File: config.mk
export PLATFORM = sky130hd
export DESIGN_NAME = dbg_gate
export DESIGN_NICKNAME = d
export VERILOG_FILES = /design/src/rtl/dbg_gate_pkg.sv /design/src/rtl/dbg_shield_reg.sv /design/src/rtl/dbg_entry_ctrl.sv /design/src/rtl/dbg_asset_grant.sv /design/src/rtl/dbg_gate.sv
export SDC_FILE = /design/constraint.sdc
export NUM_CORES = 1
export LEC_CHECK = 0
export CAP_MARGIN = 30
export CORE_AREA = 4 4 41 43
export DETAILED_ROUTE_END_ITERATION = 16
export DIE_AREA = 0 0 45 47
export GPL_ROUTABILITY_DRIVEN = 0
export PLACE_DENSITY = 0.52
export RECOVER_POWER = 100
export SLEW_MARGIN = 15
export SYNTH_ARGS = -nofsm -noshare
export SYNTH_HDL_FRONTEND = slang
export SYNTH_SLANG_ARGS = --single-unit
File: constraint.sdc
create_clock -name clk -period 2.57 [get_ports clk]
set_input_delay 0.514 -clock clk [delete_from_list [all_inputs] [get_ports clk]]
set_output_delay 0.514 -clock clk [all_outputs]
set_load 0.02 [all_outputs]
File: src/rtl/dbg_gate_pkg.sv
// Shared encodings for the debug access controller: privilege codes,
// boot-stage codes, access levels and the stage ceiling function.
package dbg_gate_pkg;

    localparam int LVL_W = 2;

    localparam logic [1:0] PRIV_USER    = 2'd0;
    localparam logic [1:0] PRIV_MACHINE = 2'd3;

    localparam logic [1:0] STAGE_ROM   = 2'd0;
    localparam logic [1:0] STAGE_EARLY = 2'd1;
    localparam logic [1:0] STAGE_RUN   = 2'd2;

    localparam logic [LVL_W-1:0] LVL_NONE   = 2'd0;
    localparam logic [LVL_W-1:0] LVL_BASIC  = 2'd1;
    localparam logic [LVL_W-1:0] LVL_SECURE = 2'd2;
    localparam logic [LVL_W-1:0] LVL_FULL   = 2'd3;

    // Highest asset level a boot stage allows; unknown codes allow nothing.
    function automatic logic [LVL_W-1:0] stage_ceiling(input logic [1:0] stage);
        case (stage)
            STAGE_EARLY: stage_ceiling = LVL_FULL;
            STAGE_RUN:   stage_ceiling = LVL_SECURE;
            default:     stage_ceiling = LVL_NONE;
        endcase
    endfunction

    // Software may touch the shield only once ROM has handed over.
    function automatic logic stage_allows_write(input logic [1:0] stage);
        stage_allows_write = (stage == STAGE_EARLY) || (stage == STAGE_RUN);
    endfunction

endpackage

File: src/rtl/dbg_shield_reg.sv
// Shield control register. Resets to 1 (debug blocked). Accepts software
// writes only in early boot or runtime. Exposes its next-state value so
// that the entry logic can tear down a session at the same edge.
// Assumes: boot stage is stable around the write strobe.
module dbg_shield_reg
    import dbg_gate_pkg::*;
(
    input  logic       clk,
    input  logic       rst_n,
    input  logic       wr_en,
    input  logic       wdata,
    input  logic [1:0] stage,
    output logic       shield_q,
    output logic       shield_d
);

    // Next value: take the write only when the stage permits it.
    always_comb begin
        shield_d = shield_q;
        if (wr_en && stage_allows_write(stage)) begin
            shield_d = wdata;
        end
    end

    // State register, safe (shielded) value on reset.
    always_ff @(posedge clk) begin
        if (!rst_n) begin
            shield_q <= 1'b1;
        end else begin
            shield_q <= shield_d;
        end
    end

endmodule

File: src/rtl/dbg_entry_ctrl.sv
// Debug-mode entry and exit control. A request is accepted from machine
// or user mode when that mode's enable flag is set and the shield stays
// clear. Records the level authorized at entry.
// Assumes: shield_next is the shield register's next-state value.
module dbg_entry_ctrl
    import dbg_gate_pkg::*;
(
    input  logic             clk,
    input  logic             rst_n,
    input  logic             req,
    input  logic             exit_req,
    input  logic [1:0]       priv,
    input  logic             en_m,
    input  logic             en_u,
    input  logic             shield_next,
    output logic             debug_q,
    output logic [LVL_W-1:0] auth_q
);

    logic             priv_ok;
    logic             debug_d;
    logic [LVL_W-1:0] auth_d;

    // Privilege check: only machine and user codes have an enable flag.
    always_comb begin
        priv_ok = ((priv == PRIV_MACHINE) && en_m) ||
                  ((priv == PRIV_USER)    && en_u);
    end

    // Next-state: shield beats exit, exit beats entry.
    always_comb begin
        debug_d = debug_q;
        auth_d  = auth_q;
        if (shield_next || exit_req) begin
            debug_d = 1'b0;
            auth_d  = LVL_NONE;
        end else if (!debug_q && req && priv_ok) begin
            debug_d = 1'b1;
            auth_d  = (priv == PRIV_MACHINE) ? LVL_FULL : LVL_BASIC;
        end
    end

    // Session state registers, cleared on reset.
    always_ff @(posedge clk) begin
        if (!rst_n) begin
            debug_q <= 1'b0;
            auth_q  <= LVL_NONE;
        end else begin
            debug_q <= debug_d;
            auth_q  <= auth_d;
        end
    end

endmodule

File: src/rtl/dbg_asset_grant.sv
// Per-asset grant logic. An asset is granted when a session is open, the
// password passed, the shield is clear, and its level fits under both the
// authorized level and the current boot-stage ceiling.
// Assumes: ASSET_LVL packs one LVL_W-bit level per asset, asset 0 lowest.
module dbg_asset_grant
    import dbg_gate_pkg::*;
#(
    parameter int                        NUM_ASSETS = 4,
    parameter logic [2*NUM_ASSETS-1:0]   ASSET_LVL  = 8'hE5
) (
    input  logic                  debug_q,
    input  logic [LVL_W-1:0]      auth_lvl,
    input  logic                  pwd_ok,
    input  logic                  shield_q,
    input  logic [1:0]            stage,
    output logic [NUM_ASSETS-1:0] grant
);

    logic [LVL_W-1:0] ceiling;
    logic [LVL_W-1:0] eff_lvl;
    logic             session_open;

    // Combine authorized level and stage ceiling into one limit.
    always_comb begin
        ceiling      = stage_ceiling(stage);
        eff_lvl      = (auth_lvl < ceiling) ? auth_lvl : ceiling;
        session_open = debug_q && pwd_ok && !shield_q && (eff_lvl != LVL_NONE);
    end

    // One comparator per asset against its fixed level.
    for (genvar i = 0; i < NUM_ASSETS; i++) begin : g_asset
        localparam logic [LVL_W-1:0] REQ_LVL = ASSET_LVL[LVL_W*i +: LVL_W];
        always_comb begin
            grant[i] = session_open && (REQ_LVL <= eff_lvl);
        end
    end

endmodule

File: src/rtl/dbg_gate.sv
// Top of the debug access controller. Ties together the shield register,
// the entry control and the asset grant logic, and forms the effective
// privilege, which is raised to machine only with both an open session
// and a passing password.
module dbg_gate
    import dbg_gate_pkg::*;
#(
    parameter int                      NUM_ASSETS = 4,
    parameter logic [2*NUM_ASSETS-1:0] ASSET_LVL  = 8'hE5
) (
    input  logic                  clk,
    input  logic                  rst_n,
    input  logic                  dbg_req_i,
    input  logic                  dbg_exit_i,
    input  logic [1:0]            priv_lvl_i,
    input  logic                  dbg_en_m_i,
    input  logic                  dbg_en_u_i,
    input  logic                  pwd_ok_i,
    input  logic [1:0]            boot_stage_i,
    input  logic                  reg_wr_i,
    input  logic                  reg_wdata_i,
    output logic                  shield_o,
    output logic                  debug_mode_o,
    output logic [1:0]            eff_priv_o,
    output logic [NUM_ASSETS-1:0] asset_grant_o
);

    logic             shield_q;
    logic             shield_d;
    logic             debug_q;
    logic [LVL_W-1:0] auth_q;

    dbg_shield_reg u_shield (
        .clk      (clk),
        .rst_n    (rst_n),
        .wr_en    (reg_wr_i),
        .wdata    (reg_wdata_i),
        .stage    (boot_stage_i),
        .shield_q (shield_q),
        .shield_d (shield_d)
    );

    dbg_entry_ctrl u_entry (
        .clk         (clk),
        .rst_n       (rst_n),
        .req         (dbg_req_i),
        .exit_req    (dbg_exit_i),
        .priv        (priv_lvl_i),
        .en_m        (dbg_en_m_i),
        .en_u        (dbg_en_u_i),
        .shield_next (shield_d),
        .debug_q     (debug_q),
        .auth_q      (auth_q)
    );

    dbg_asset_grant #(
        .NUM_ASSETS (NUM_ASSETS),
        .ASSET_LVL  (ASSET_LVL)
    ) u_grant (
        .debug_q  (debug_q),
        .auth_lvl (auth_q),
        .pwd_ok   (pwd_ok_i),
        .shield_q (shield_q),
        .stage    (boot_stage_i),
        .grant    (asset_grant_o)
    );

    // Elevation needs both the session and the password, never just one.
    always_comb begin
        eff_priv_o = (debug_q && pwd_ok_i) ? PRIV_MACHINE : priv_lvl_i;
    end

    assign shield_o     = shield_q;
    assign debug_mode_o = debug_q;

endmodule

=== Word level (Yosys, flattened, before mapping) ===
Cells that the tools add are included.

* Word-level logic and storage cells: 35
* Input port bits: 13
* Flip-flop bits (word level): 4
* Output and inout port bits: 8

* Multiplexer cells: 5
* Reduce and logical (&&, ||, !) cells: 19
* Equality and inequality tests: 3
* Bitwise gates (word level): 1
* $lt $le $gt $ge: 4

{| class="wikitable"
|+ Operator list
! operator !! count
|-
| 1-bit logical AND || 11
|-
| 2-bit two-way mux || 3
|-
| 2-bit == test, second input constant || 2
|-
| 2-bit less-or-equal comparator, first input constant || 2
|-
| 2-bit one-hot mux with 2 select lines || 1
|-
| 1-bit logical OR || 3
|-
| 2-bit by 1-bit == test with 1-bit output, second input constant || 1
|-
| 1-bit by 2-bit less-or-equal comparator with 1-bit output, first input constant || 1
|-
| 1-bit logical NOT || 2
|-
| 2-bit logical NOT || 1
|-
| 2-bit < comparator || 1
|-
| 2-bit nonzero test || 1
|-
| 2-bit OR reduction || 1
|-
| 1-bit two-way mux || 1
|-
| 1-bit inverter || 1
|}

=== Logic depth before layout (Yosys ltp) ===
Gate-level depths: netlist of run 1.

* Word-level depth: 7
* Gate-level depth with buffers: 7
* Gate-level depth less buffers: 6

=== By module ===
A second synthesis of run 1 with hierarchy kept.

* Cells, all modules: 38
* Area total of the unflattened synthesis: 316.6 um^2

{| class="wikitable"
|+ By module, submodules not included
! module !! seq. area each (um^2) !! area each (um^2) !! cells each !! times used
|-
| dbg_asset_grant || 0.0 || 140.1 || 17 || 1
|-
| dbg_entry_ctrl || 40.0 || 103.8 || 13 || 1
|-
| dbg_shield_reg || 20.0 || 57.6 || 6 || 1
|-
| dbg_gate || 0.0 || 15.0 || 2 || 1
|}

=== Worst setup path before layout of run 1 ===
Ideal clock, no wire load.

* Path kind: input-to-output
* Start point: input boot_stage_i[1]
* End point: output asset_grant_o[2]
* Data required time: 2056 ps
* Arrival: 2014 ps
* Path slack: 42 ps
* Stages on the path: 6
* Buffers on the path: 0
* Path through: inv_1 ha_1 inv_1 ha_1 a211oi_1 nor4b_1

* Cells in the longest elaborated chain, start to end: 7
* Elaborated cells on any way between the ends: 9
* Classes of those cells: 2 x order compare; 2 x eq/ne; 2 x mux; 3 x reduce/logical

{| class="wikitable"
|+ Ends and longest elaborated chain
! what !! RTL line !! text
|-
| start, declared || dbg_gate.sv:19 || <nowiki>input logic [1:0] boot_stage_i,</nowiki>
|-
| 2-bit == test or 2-bit by 1-bit == test with 1-bit output (tied branches) || dbg_gate_pkg.sv:21 || <nowiki>case (stage)</nowiki>
|-
| 2-bit one-hot mux with 2 select lines * || dbg_gate_pkg.sv:21 ||
|-
| 2-bit < comparator || dbg_asset_grant.sv:26 || <nowiki>eff_lvl = (auth_lvl < ceiling) ? auth_lvl : ceiling;</nowiki>
|-
| 2-bit two-way mux * || dbg_asset_grant.sv:26 ||
|-
| parallel branches: the longest is 2 deep, another holds 2-bit less-or-equal comparator || -- ||
|-
| 1-bit logical AND * || dbg_asset_grant.sv:34 || <nowiki>grant[i] = session_open && (REQ_LVL <= eff_lvl);</nowiki>
|-
| end, declared || dbg_gate.sv:25 || <nowiki>output logic [NUM_ASSETS-1:0] asset_grant_o</nowiki>
|}

Every way passes the cells marked *.

=== Worst setup path after layout of run 1 ===
Ends and elaborated chain as after synthesis.

==> impl_metrics.yaml, run 1 <==
synth:
  synthMuxAreaShare: 0
  synthXorXnorAreaFrac: 0
  synth_top_family_by_area: "simple AND/OR/NAND/NOR gates"
  synthAdderAreaFrac: 0.146
  ys_ff_latch: 3
  syn_area_um2: 258
  yosys_warnings: 0
  synth_cell_types: 18
  synth-simple-area-share: 0.296
  syn_area_per_cell_um2: 8.05
  synth_compound_area_frac: 0.223
  yosysSeqAreaShare: 0.233
  synthCells: 32
  syn_nets: 48
setup_path:
  crit_type: "in2out"
  end_kind: "primary output"
  path_max_fanout: 2
  crit_chain: "dlygate4sd2_1 > clkinv_1 > ha_2 > inv_2 > ha_4 > a211oi_2 > nor4b_1 > buf_2"
  worstPathRequired_ps: 2060
  worst_setup_path_start_kind: "input port"
  timing.critical_path.buf_inv: 4
  worstReg2RegStart: "u_shield.shield_q"
  arrival_ps: 1940
  max_stage_delay_ps: 330
  crit_path_top_delay_cell: "ha_2"
  crit_start: "boot_stage_i[1]"
  critPathTopFamily: "adder cells"
sta:
  setup_viol_count_final: 0
  layout_min_cycle_time_ps: 2460
  slew_violations: 0
  tightest_slew_ps: 276
  rsz0062_at_grt: "no"
  setup_ws_ps: 111
  hold_viol_final: 0
  setup_tns_ps: 0
  whs_ps: 518
  max_freq_mhz: 407
  relSlewSlack: 0.816
  fin_crit_sh: 0.957
  finClkSkew_ps: 1.63
cts:
  clock_latency_ps: 230
  cts_tree: "done"
  htree_levels: 1
  clock_path_buffers: 2
  ctsRootBufferMaster: "clkbuf_4"
  numCtsBuffers: 3
  cts.sink_count: 3
  post_cts_buffers: 0
  ctsHoldBuffers: 0
  cts_resized: 30
  clk_pin_slew_ps: 40
final_layout:
  final_nets: 75
  diodes: 0
  post_layout_nonfiller_instances: 73
  fin_area_um2: 523
  nFillCells: 136
  drive_gt1_frac: 0.293
  synthToLayoutAreaGrowth_pct: 103
grt:
  grt_pass1_vias: 303
  antenna_found_initial: 0
  grt_pass1_wl_um: 1210
  grt_overflow: 0
  globalRouteTotalUtil: 0.0781
  grt_start_max_net_pins: 7
placement:
  io_buffers: 20
  placed_cell_area_um2: 492
  preCtsSetupSlack_ps: -610
  place_inst: 69
  hpwl_um: 589
floorplan:
  rows: 13
  die_w_um: 45
  start_util: 0.198
  coreArea_um2: 1300
  die_h_um: 47
  dieArea_um2: 2120
  io_pins: 21
detailed_routing:
  post_drt_wl_per_cell_um: 10.4
  via_per_inst: 4.53
  drtIter0Drc: 5
  postRouteAntennaNets: 0
  postRouteWirelength_um: 756
  dr.pass1.iters: 4
  drc: 0
  via_count: 331
pwr:
  powerDensity_nw_per_um2: 358
  leakage_nw: 0.211
  peakVddDrop_uv: 177
flow_run:
  max_cap_violations: 0
hold_path:
  worstHoldStart: "u_entry.auth_q[0]"
  min_path_type: "reg2reg"
outcome:
  status: "finished clean"
==> logic make-up after synthesis <==
kind of cell	Yosys count
compound gates	8
fa+ha+maj	3
simple gates	12
buf+inv	6
flops	3
==> final cells by class <==
| class | instances | area, µm² | area share |
|---|---|---|---|
| clock buffers | 4 | 26.3 | 0.0502 |
| inverters | 5 | 18.8 | 0.0359 |
| multi-input cells | 23 | 200 | 0.383 |
| flip-flops and latches | 3 | 60.1 | 0.115 |
| well taps | 15 | 18.8 | 0.0359 |
| repair buffers | 23 | 199 | 0.380 |
==> path summary, 6_finish.rpt <==
kind / endpoint / slack (ps) / cells after the start
max: asset_grant_o[2] / 110 / 8
min: u_entry.auth_q[0] / 520 / 2
max reg2reg: u_entry.auth_q[0] / 1630 / 2
min reg2reg: u_entry.auth_q[0] / 520 / 2
==> cell usage in the layout (no fill, tap or decap), types with 3 or more instances in the layout <==
| master | count |
|---|---|
| a21oi_1 | 3 |
| clkbuf_4 | 4 |
| clkdlybuf4s50_1 | 11 |
| dfxtp_1 | 3 |
| dlygate4sd3_1 | 3 |
| inv_1 | 3 |
| nand2b_1 | 3 |
==> per-stage QoR <==
step | total power (W) | utilization
6_report | 0.000187 | 0.402
5_1_grt | 0.000200 | 0.402
4_1_cts | 0.000195 | 0.413
3_5_place_dp | 0.000103 | 0.378
3_3_place_gp | 0.000104 | 0.378
2_1_floorplan | 0.0000708 | -
==> power breakdown <==
group | total (W) | switching (W) | internal, W
Combinational | 0.0000547 | 0.0000204 | 0.0000342
Sequential | 0.0000510 | 0.00000251 | 0.0000485
Clock | 0.0000814 | 0.0000233 | 0.0000581
==> flip-flops by register name, indices dropped and copies added (netlist names) <==
signal,flops
u_shield.shield_q,1
u_entry.auth_q,2
==> Yosys cell counts, drive strengths merged <==
| library cell | instances | area [µm²] |
|---|---|---|
| nor3 | 1 | 5.00 |
| a2111o | 1 | 11.3 |
| nand2 | 2 | 7.51 |
| nor4b | 2 | 17.5 |
| nand3 | 1 | 5.00 |
| ha | 3 | 37.5 |
| inv | 5 | 18.8 |
| a211oi | 1 | 7.51 |
| nor3b | 1 | 7.51 |
| and3 | 1 | 6.26 |
| o21ai | 1 | 5.00 |
| nand2b | 3 | 18.8 |
| buf | 1 | 7.51 |
| a211o | 1 | 10.0 |
| and3b | 1 | 8.76 |
| a21oi | 3 | 15.0 |
| a31o | 1 | 8.76 |
| dfxtp | 3 | 60.1 |
==> per-layer routing <==
metal	global-route usage	routed length, µm	share of wire
met1	0.0905	288	0.38
met2	0.130	384	0.51
met3	0.0153	82	0.11
met4	0.0526	0	0
met5	0	0	0
==> worst reg2reg max path, stage by stage, from the launching register on <==
cell and delay (ps):
dfxtp_1 350, a2111o_1 400, a21oi_1 120
Power figures use the tool's default switching activity.
==> run 2, diff against run 1 <==
--- a/config.mk
+++ b/config.mk
@@ -16,3 +16,4 @@
 export SYNTH_ARGS = -nofsm -noshare
 export SYNTH_HDL_FRONTEND = slang
 export SYNTH_SLANG_ARGS = --single-unit
+export TNS_END_PERCENT = 10
==> results of run 2 <==
Final layout, timing and power as in run 1 (identical DEF).
